**src/rtl/conv_seq_pkg.sv**
```systemverilog
package conv_seq_pkg;

   localparam int LAT_W = 4;

   typedef enum logic [2:0] {
      FILT_SINC1 = 3'd0,
      FILT_SINC2 = 3'd1,
      FILT_SINC3 = 3'd2,
      FILT_SINC4 = 3'd3,
      FILT_SINC5 = 3'd4,
      FILT_FIR   = 3'd5
   } filt_e;

   typedef enum logic [2:0] {
      SEQ_IDLE  = 3'd0,
      SEQ_DELAY = 3'd1,
      SEQ_FIRST = 3'd2,
      SEQ_RUN   = 3'd3,
      SEQ_ERR   = 3'd4
   } seq_st_e;

   // periods needed before the first valid result (without auto-zero)
   function automatic logic [LAT_W-1:0] base_periods(input logic [2:0] code);
      logic [LAT_W-1:0] r;
      case (code)
         FILT_SINC1: r = LAT_W'(1);
         FILT_SINC2: r = LAT_W'(2);
         FILT_SINC3: r = LAT_W'(3);
         FILT_SINC4: r = LAT_W'(4);
         FILT_SINC5: r = LAT_W'(1);
         FILT_FIR:   r = LAT_W'(1);
         default:    r = '0;
      endcase
      return r;
   endfunction

endpackage

```
**src/rtl/cs_start_detect.sv**
```systemverilog
module cs_start_detect #(
   parameter int SYNC_STAGES = 2
) (
   input  logic clk,
   input  logic rst_n,
   input  logic start_pin,
   input  logic start_cmd,
   output logic start_evt
);

   logic pin_s;
   logic pin_q;

   generate
      if (SYNC_STAGES == 0) begin : g_direct
         assign pin_s = start_pin;
      end else begin : g_sync
         logic [SYNC_STAGES-1:0] chain;
         always_ff @(posedge clk or negedge rst_n) begin
            if (!rst_n) chain <= '0;
            else        chain <= {chain[SYNC_STAGES-1:0] << 1} | {{(SYNC_STAGES-1){1'b0}}, start_pin};
         end
         assign pin_s = chain[SYNC_STAGES-1];
      end
   endgenerate

   always_ff @(posedge clk or negedge rst_n) begin
      if (!rst_n) pin_q <= 1'b0;
      else        pin_q <= pin_s;
   end

   assign start_evt = start_cmd | (pin_s & ~pin_q);

   AST_PIN_EDGE_ONCE: assert property (@(posedge clk) disable iff (!rst_n)
      (pin_s && !pin_q && !start_cmd) |=> (!start_evt || start_cmd)) else $error("pin edge repeated");

endmodule

```
**src/rtl/cs_cfg_check.sv**
```systemverilog
module cs_cfg_check
   import conv_seq_pkg::*;
#(
   parameter bit SINC5_FAST_ONLY = 1'b1
) (
   input  logic [2:0]       filt_sel,
   input  logic             fast_rate,
   input  logic             az_mode,
   output logic             legal,
   output logic [LAT_W-1:0] lat_eff
);

   logic [LAT_W-1:0] base;
   logic             code_ok;
   logic             rate_ok;

   assign base    = base_periods(filt_sel);
   assign code_ok = (base != '0);

   generate
      if (SINC5_FAST_ONLY) begin : g_rate_rule
         assign rate_ok = !(filt_sel == FILT_SINC5 && !fast_rate);
      end else begin : g_no_rate_rule
         assign rate_ok = 1'b1;
      end
   endgenerate

   assign legal   = code_ok && rate_ok;
   assign lat_eff = az_mode ? (base << 1) : base;

   always_comb begin
      AST_LAT_RANGE: assert (!legal || (lat_eff >= LAT_W'(1) && lat_eff <= LAT_W'(8))) else $error("latency range");
   end

endmodule

```
**src/rtl/cs_seq_timer.sv**
```systemverilog
module cs_seq_timer
   import conv_seq_pkg::*;
#(
   parameter int PER_W = 16,
   parameter int DLY_W = 16
) (
   input  logic             clk,
   input  logic             rst_n,
   input  logic             start_evt,
   input  logic             cfg_legal,
   input  logic [LAT_W-1:0] lat_in,
   input  logic             cont_in,
   input  logic [PER_W-1:0] period_in,
   input  logic [DLY_W-1:0] delay_in,
   output logic             drdy,
   output logic             res_fire,
   output logic             cfg_err,
   output logic [LAT_W-1:0] lat_q
);

   seq_st_e          st;
   logic [PER_W-1:0] pcnt;
   logic [PER_W-1:0] per_q;
   logic [DLY_W-1:0] dcnt;
   logic [LAT_W-1:0] left;
   logic             cont_q;
   logic             drdy_q;
   logic             per_end;

   assign per_end = (pcnt <= PER_W'(1));

   // result launched on this edge (same edge that sets drdy_q)
   always_comb begin
      res_fire = 1'b0;
      if (!start_evt) begin
         if (st == SEQ_FIRST && per_end && left <= LAT_W'(1)) res_fire = 1'b1;
         if (st == SEQ_RUN && per_end)                        res_fire = 1'b1;
      end
   end

   always_ff @(posedge clk or negedge rst_n) begin
      if (!rst_n) begin
         st     <= SEQ_IDLE;
         pcnt   <= '0;
         per_q  <= '0;
         dcnt   <= '0;
         left   <= '0;
         lat_q  <= '0;
         cont_q <= 1'b0;
         drdy_q <= 1'b0;
      end else begin
         drdy_q <= res_fire;
         if (start_evt) begin
            per_q  <= period_in;
            cont_q <= cont_in;
            lat_q  <= lat_in;
            left   <= lat_in;
            pcnt   <= period_in;
            dcnt   <= delay_in;
            if (!cfg_legal)               st <= SEQ_ERR;
            else if (delay_in == '0)      st <= SEQ_FIRST;
            else                          st <= SEQ_DELAY;
         end else begin
            case (st)
               SEQ_DELAY: begin
                  if (dcnt <= DLY_W'(1)) begin
                     st   <= SEQ_FIRST;
                     pcnt <= per_q;
                     left <= lat_q;
                  end else begin
                     dcnt <= dcnt - DLY_W'(1);
                  end
               end
               SEQ_FIRST: begin
                  if (per_end) begin
                     pcnt <= per_q;
                     if (left <= LAT_W'(1)) st <= cont_q ? SEQ_RUN : SEQ_IDLE;
                     else                   left <= left - LAT_W'(1);
                  end else begin
                     pcnt <= pcnt - PER_W'(1);
                  end
               end
               SEQ_RUN: begin
                  if (per_end) pcnt <= per_q;
                  else         pcnt <= pcnt - PER_W'(1);
               end
               default: ;
            endcase
         end
      end
   end

   assign drdy    = drdy_q;
   assign cfg_err = (st == SEQ_ERR);

   AST_DRDY_ONE_CYCLE: assert property (@(posedge clk) disable iff (!rst_n)
      (drdy_q && per_q > PER_W'(1) && !start_evt) |=> !drdy_q) else $error("drdy too wide");
   AST_ERR_SILENT: assert property (@(posedge clk) disable iff (!rst_n)
      cfg_err |-> !drdy_q) else $error("drdy while in error");
   AST_RESTART_NO_DRDY: assert property (@(posedge clk) disable iff (!rst_n)
      start_evt |=> !drdy_q) else $error("drdy right after start");
   AST_IDLE_SILENT: assert property (@(posedge clk) disable iff (!rst_n)
      (st == SEQ_IDLE && !start_evt) |=> !drdy_q) else $error("drdy from idle");

endmodule

```
**src/rtl/cs_settle_track.sv**
```systemverilog
module cs_settle_track
   import conv_seq_pkg::*;
(
   input  logic             clk,
   input  logic             rst_n,
   input  logic             start_evt,
   input  logic             res_fire,
   input  logic             in_chg,
   input  logic [LAT_W-1:0] lat_q,
   output logic             settled
);

   localparam int CNT_W = LAT_W + 1;

   logic [CNT_W-1:0] need;

   always_ff @(posedge clk or negedge rst_n) begin
      if (!rst_n) begin
         settled <= 1'b0;
         need    <= '0;
      end else if (start_evt) begin
         settled <= 1'b0;
         need    <= '0;
      end else if (in_chg) begin
         settled <= 1'b0;
         need    <= CNT_W'(lat_q) + CNT_W'(1);
      end else if (res_fire) begin
         if (need <= CNT_W'(1)) begin
            settled <= 1'b1;
            need    <= '0;
         end else begin
            need <= need - CNT_W'(1);
         end
      end
   end

   AST_CHG_DROPS_SETTLED: assert property (@(posedge clk) disable iff (!rst_n)
      in_chg |=> !settled) else $error("settled after input change");
   AST_START_CLEARS_SETTLED: assert property (@(posedge clk) disable iff (!rst_n)
      start_evt |=> !settled) else $error("settled after start");

endmodule

```
**src/rtl/conv_settle_seq.sv**
```systemverilog
module conv_settle_seq
   import conv_seq_pkg::*;
#(
   parameter int PER_W           = 16,
   parameter int DLY_W           = 16,
   parameter int SYNC_STAGES     = 2,
   parameter bit SINC5_FAST_ONLY = 1'b1
) (
   input  logic             clk,
   input  logic             rst_n,
   input  logic             start_pin,
   input  logic             start_cmd,
   input  logic [2:0]       filt_sel,
   input  logic             fast_rate,
   input  logic             cont_mode,
   input  logic             az_mode,
   input  logic [PER_W-1:0] period_cyc,
   input  logic [DLY_W-1:0] delay_cyc,
   input  logic             in_chg,
   output logic             drdy,
   output logic             settled,
   output logic             cfg_err
);

   generate
      if (PER_W < 2)       begin : g_bad_per  $error("PER_W must be at least 2"); end
      if (DLY_W < 1)       begin : g_bad_dly  $error("DLY_W must be at least 1"); end
      if (SYNC_STAGES < 0) begin : g_bad_sync $error("SYNC_STAGES must not be negative"); end
   endgenerate

   logic             start_evt;
   logic             legal;
   logic [LAT_W-1:0] lat_eff;
   logic [LAT_W-1:0] lat_q;
   logic             res_fire;

   cs_start_detect #(.SYNC_STAGES(SYNC_STAGES)) u_start (
      .clk       (clk),
      .rst_n     (rst_n),
      .start_pin (start_pin),
      .start_cmd (start_cmd),
      .start_evt (start_evt)
   );

   cs_cfg_check #(.SINC5_FAST_ONLY(SINC5_FAST_ONLY)) u_cfg (
      .filt_sel  (filt_sel),
      .fast_rate (fast_rate),
      .az_mode   (az_mode),
      .legal     (legal),
      .lat_eff   (lat_eff)
   );

   cs_seq_timer #(.PER_W(PER_W), .DLY_W(DLY_W)) u_timer (
      .clk       (clk),
      .rst_n     (rst_n),
      .start_evt (start_evt),
      .cfg_legal (legal),
      .lat_in    (lat_eff),
      .cont_in   (cont_mode),
      .period_in (period_cyc),
      .delay_in  (delay_cyc),
      .drdy      (drdy),
      .res_fire  (res_fire),
      .cfg_err   (cfg_err),
      .lat_q     (lat_q)
   );

   cs_settle_track u_settle (
      .clk       (clk),
      .rst_n     (rst_n),
      .start_evt (start_evt),
      .res_fire  (res_fire),
      .in_chg    (in_chg),
      .lat_q     (lat_q),
      .settled   (settled)
   );

   AST_SETTLE_RISES_WITH_DRDY: assert property (@(posedge clk) disable iff (!rst_n)
      $rose(settled) |-> drdy) else $error("settled rose without result");
   AST_ERR_NO_SETTLE: assert property (@(posedge clk) disable iff (!rst_n)
      cfg_err |-> !drdy) else $error("result during config error");

endmodule

```
**config.mk**
```make
export PLATFORM = sky130hd
export DESIGN_NAME = conv_settle_seq
export DESIGN_NICKNAME = d
export VERILOG_FILES = /design/src/rtl/conv_seq_pkg.sv /design/src/rtl/cs_start_detect.sv /design/src/rtl/cs_cfg_check.sv /design/src/rtl/cs_seq_timer.sv /design/src/rtl/cs_settle_track.sv /design/src/rtl/conv_settle_seq.sv
export SDC_FILE = /design/constraint.sdc
export NUM_CORES = 1
export LEC_CHECK = 0
export ABC_AREA = 1
export BUFFER_PORTS_ARGS = -buffer_cell sky130_fd_sc_hd__buf_2
export CORE_MARGIN = 4
export CORE_UTILIZATION = 30
export CTS_CLUSTER_SIZE = 20
export DETAILED_ROUTE_END_ITERATION = 8
export GPL_ROUTABILITY_DRIVEN = 0
export GPL_TIMING_DRIVEN = 0
export HOLD_SLACK_MARGIN = 0.06
export PLACE_DENSITY = 0.57
export SLEW_MARGIN = 10
export SYNTH_ARGS = -nofsm -noshare
export SYNTH_HDL_FRONTEND = slang
export SYNTH_HIERARCHICAL = 1
export SYNTH_SLANG_ARGS = --single-unit
export TNS_END_PERCENT = 5
```
**constraint.sdc**
```tcl
create_clock -name clk -period 2.3 [get_ports clk]
set_input_delay 0.23 -clock clk [delete_from_list [all_inputs] [get_ports clk]]
set_output_delay 0.23 -clock clk [all_outputs]
set_load 0.005 [all_outputs]
```
==> results.sh <==
export IMPL_yosys_warnings=6
export IMPL_netlist_instances=662
export IMPL_cp_max_fo=6
export IMPL_yosysUniqueCellTypes=38
export IMPL_drt_total_wl_mm=11.8
export IMPL_synth_compound_area_share_pct=8.73
export IMPL_hpwl_mm=8.59
export IMPL_grtUsageTotal_pct=14.8
export IMPL_layout_nets=775
export IMPL_synth_top_family_by_area="simple AND/OR/NAND/NOR gates"
export IMPL_drcViolationCount=0
export IMPL_critical_path_top_delay_family="compound AO/OA/AOI/OAI gates"
export IMPL_initial_core_util_pct=30.9
export IMPL_preCtsSetupSlack_ns=-0.361
export IMPL_syn_area_per_cell_um2=6.84
export IMPL_port_buffers=45
export IMPL_crit_path_end_kind="register"
export IMPL_dieWidth_um=131
export IMPL_crit_chain="inv_1 > ha_1 > o21ai_0 > a2111oi_4 > buf_4 > nor2_4 > nor2_4 > nand2_1 > inv_1 > nand2_1 > nand2_1"
export IMPL_crit_top_cell="nand2_1"
export IMPL_syn_nets=714
export IMPL_slowest_delay_ns=0.54
export IMPL_grt_antenna_before_repair=0
export IMPL_drtPass1Iterations=5
export IMPL_status="finished, final reports clean"
export IMPL_slew_headroom_pct=54.7
export IMPL_clock_root_buffer="clkbuf_16"
export IMPL_finalMaxSlewViolations=0
export IMPL_num_rows=44
export IMPL_clockBufferDepth=2
export IMPL_grt_max_degree=38
export IMPL_critical_path_buf_inv_count=3
export IMPL_netlist_area_um2=4530
export IMPL_ys_seq_elements=70
export IMPL_area_growth_pct=19.7
export IMPL_drive_above_1_share_pct=14.6
export IMPL_numCtsBuffers=9
export IMPL_synth_xor_area_share_pct=2.52
export IMPL_hp_class="input pin to register"
export IMPL_antenna_left=0
export IMPL_ios=46
export IMPL_grt_pass1_wl_mm=20.1
export IMPL_peakVddDrop_v=0.000501
export IMPL_grt_overflow=0
export IMPL_initialDrtViolationCount=249
export IMPL_muxShareOfSynthArea_pct=0
export IMPL_synthSimpleGateAreaFrac_pct=38.9
export IMPL_leakage_nw=2.79
export IMPL_cp_required_ns=2.53
export IMPL_rsz0062_at_grt="yes"
export IMPL_nFillCells=1594
export IMPL_fmax_mhz=458
export IMPL_clk_pin_slew_worst_paths_ns=0.06
export IMPL_ys_seq_area_share_pct=38.7
export IMPL_synthAdderAreaFrac_pct=2.49
export IMPL_finalCriticalPeriod_ns=2.18
export IMPL_wl_per_cell_um=12.9
export IMPL_critPathLaunchType="register"
export IMPL_finalSetupViolCount=0
export IMPL_fin_crit_sh_pct=94.9
export IMPL_worstSkewPairLatency_ns=0.34
export IMPL_antenna_cells=0
export IMPL_clkSinkCount=70
export IMPL_fin_skew_ns=0.00742
export IMPL_dieArea_um2=17100
export IMPL_grt_pass1_vias=4022
export IMPL_cts_tree="done"
export IMPL_powerDensity_nw_per_um2=978
export IMPL_crit_type="register to register"
export IMPL_slowest_stage="o21ai_0"
export IMPL_viasPerCell=4.64
export IMPL_via_count=4236
export IMPL_maxCapViolCount=0
export IMPL_critPathArrivalTime_ns=2.41
export IMPL_worst_slack_ns=0.117
export IMPL_worstMarginPinSlew_ns=0.673
export IMPL_die_y_um=131
export IMPL_cts_max_level=3
export IMPL_tns_ns=0
export IMPL_core_um2=14600
export IMPL_hold_viol_final=0
[worst register-to-register path, cell delays in order, from the launching register on]
cell	delay [ns]
dfrtp_1	0.38
inv_1	0.09
ha_1	0.22
o21ai_0	0.54
a2111oi_4	0.19
buf_4	0.19
nor2_4	0.20
nor2_4	0.04
nand2_1	0.06
inv_1	0.04
nand2_1	0.06
nand2_1	0.05
[metal layers]
| layer | share of wire, % | up-vias | track usage (%) |
|---|---|---|---|
| li1 | - | 2228 | - |
| met5 | 0 | - | 0 |
| met1 | 50 | 1924 | 20.6 |
| met3 | 3.5 | 12 | 3.09 |
| met4 | 1.3 | 0 | 4.78 |
| met2 | 45 | 72 | 23.0 |
[where the power goes]
part           internal (mW)  leakage (nW)  switching, mW
sequential              1.53         0.862          0.328
combinational          0.682          1.77           1.20
clock                   1.04         0.166          0.532
total                   3.25          2.79           2.06
[final cells by class]
class                   instances  area [µm²]  share of cell area [%]
plain buffers                  15        87.6                    1.62
clock inverters                 3        65.1                    1.20
flip-flops and latches         70        1750                    32.3
inverters                      81         307                    5.66
multi-input cells             496        2430                    44.8
well taps                     184         230                    4.25
repair buffers                 50         283                    5.22
clock buffers                  13         270                    4.99
[registers in the layout, indices dropped and copies added (netlist names), 2 cells and up]
register and count:
u_settle/need 5, u_start/g_sync.chain 2, u_timer/dcnt 16, u_timer/lat_q 4, u_timer/left 4, u_timer/pcnt 16, u_timer/per_q 16, u_timer/st 3
[stage by stage]
| step | instance area, µm² | utilization (%) | hold slack [ns] | total power [mW] | std cells |
|---|---|---|---|---|---|
| after floorplan | 4530 | - | -0.0656 | 3.18 | 662 |
| after global placement | 4980 | 34.0 | 0.342 | 3.66 | 891 |
| after detailed placement | 5000 | 34.2 | 0.248 | 3.66 | 892 |
| after CTS | 5400 | 36.9 | 0.0758 | 5.30 | 912 |
| after global routing | 5420 | 37.0 | 0.108 | 5.73 | 912 |
| final | 5420 | 37.0 | 0.0926 | 5.30 | 912 |
[cells in the mapped netlist (all sizes together)]
master     n  share of area [%]
clkinv     1              0.083
nand2    230                 20
o21ai     26                2.9
clkbuf     3               0.25
buf       12                1.6
dfrtp     70                 39
nand3     61                7.0
o211ai    12                2.0
and3       1               0.14
a31oi      3               0.41
inv       80                6.7
nand3b     7                1.2
ha         9                2.5
nand4      8                1.1
o21bai     1               0.17
or2        3               0.41
a2111oi    1               0.33
nor2      89                8.2
nor3       9                1.2
o22ai      1               0.14
xor2       8                1.5
a21boi     1               0.17
xnor2      5               0.97
a21oi     21                2.7
[cells by family after synthesis]
kind of cell,Yosys count
AND/OR/NAND/NOR,408
buffers and inverters,96
flip-flops,70
AO/OA/AOI/OAI,66
XOR/XNOR,13
adder cells (fa/ha/maj),9
[timing repair]
item	in CTS	in global routing
gates cloned	0	0
endpoints found under the setup margin	6	12
gates resized for setup	4	7
pin swaps	1	2
hold buffers	2	0
endpoints found under the hold margin	37	0
setup buffers	2	0
[path summary, 6_finish.rpt]
| kind | startpoint | end | slack (ns) | cells past startpoint |
|---|---|---|---|---|
| min in group asynchronous | rst_n | u_timer/lat_q[3] | 0.41 | 2 |
| min reg2reg | u_start/g_sync.chain[0] | u_start/g_sync.chain[1] | 0.35 | 0 |
| max | u_timer/left[0] | u_settle/need[3] | 0.12 | 11 |
| max reg2reg | u_timer/left[0] | u_settle/need[3] | 0.12 | 11 |
| max in group asynchronous | rst_n | u_timer/per_q[8] | 1.32 | 3 |
| min | cont_mode | u_timer/cont_q | 0.09 | 3 |
[placed cells by master (no fill, tap or decap), types with 6 or more instances in the layout]
cell type,Yosys,layout
nand3_1,59,58
a21oi_1,19,19
nand2_1,223,222
nor2_1,80,80
buf_2,5,50
o21ai_0,22,21
nor3_1,8,8
inv_1,75,74
ha_1,9,8
xor2_1,8,8
nand2_2,5,6
o211ai_1,12,12
nand3b_1,7,7
dfrtp_1,70,70
nand4_1,8,8
clkbuf_16,0,9
(Power assumes the default switching activity.)
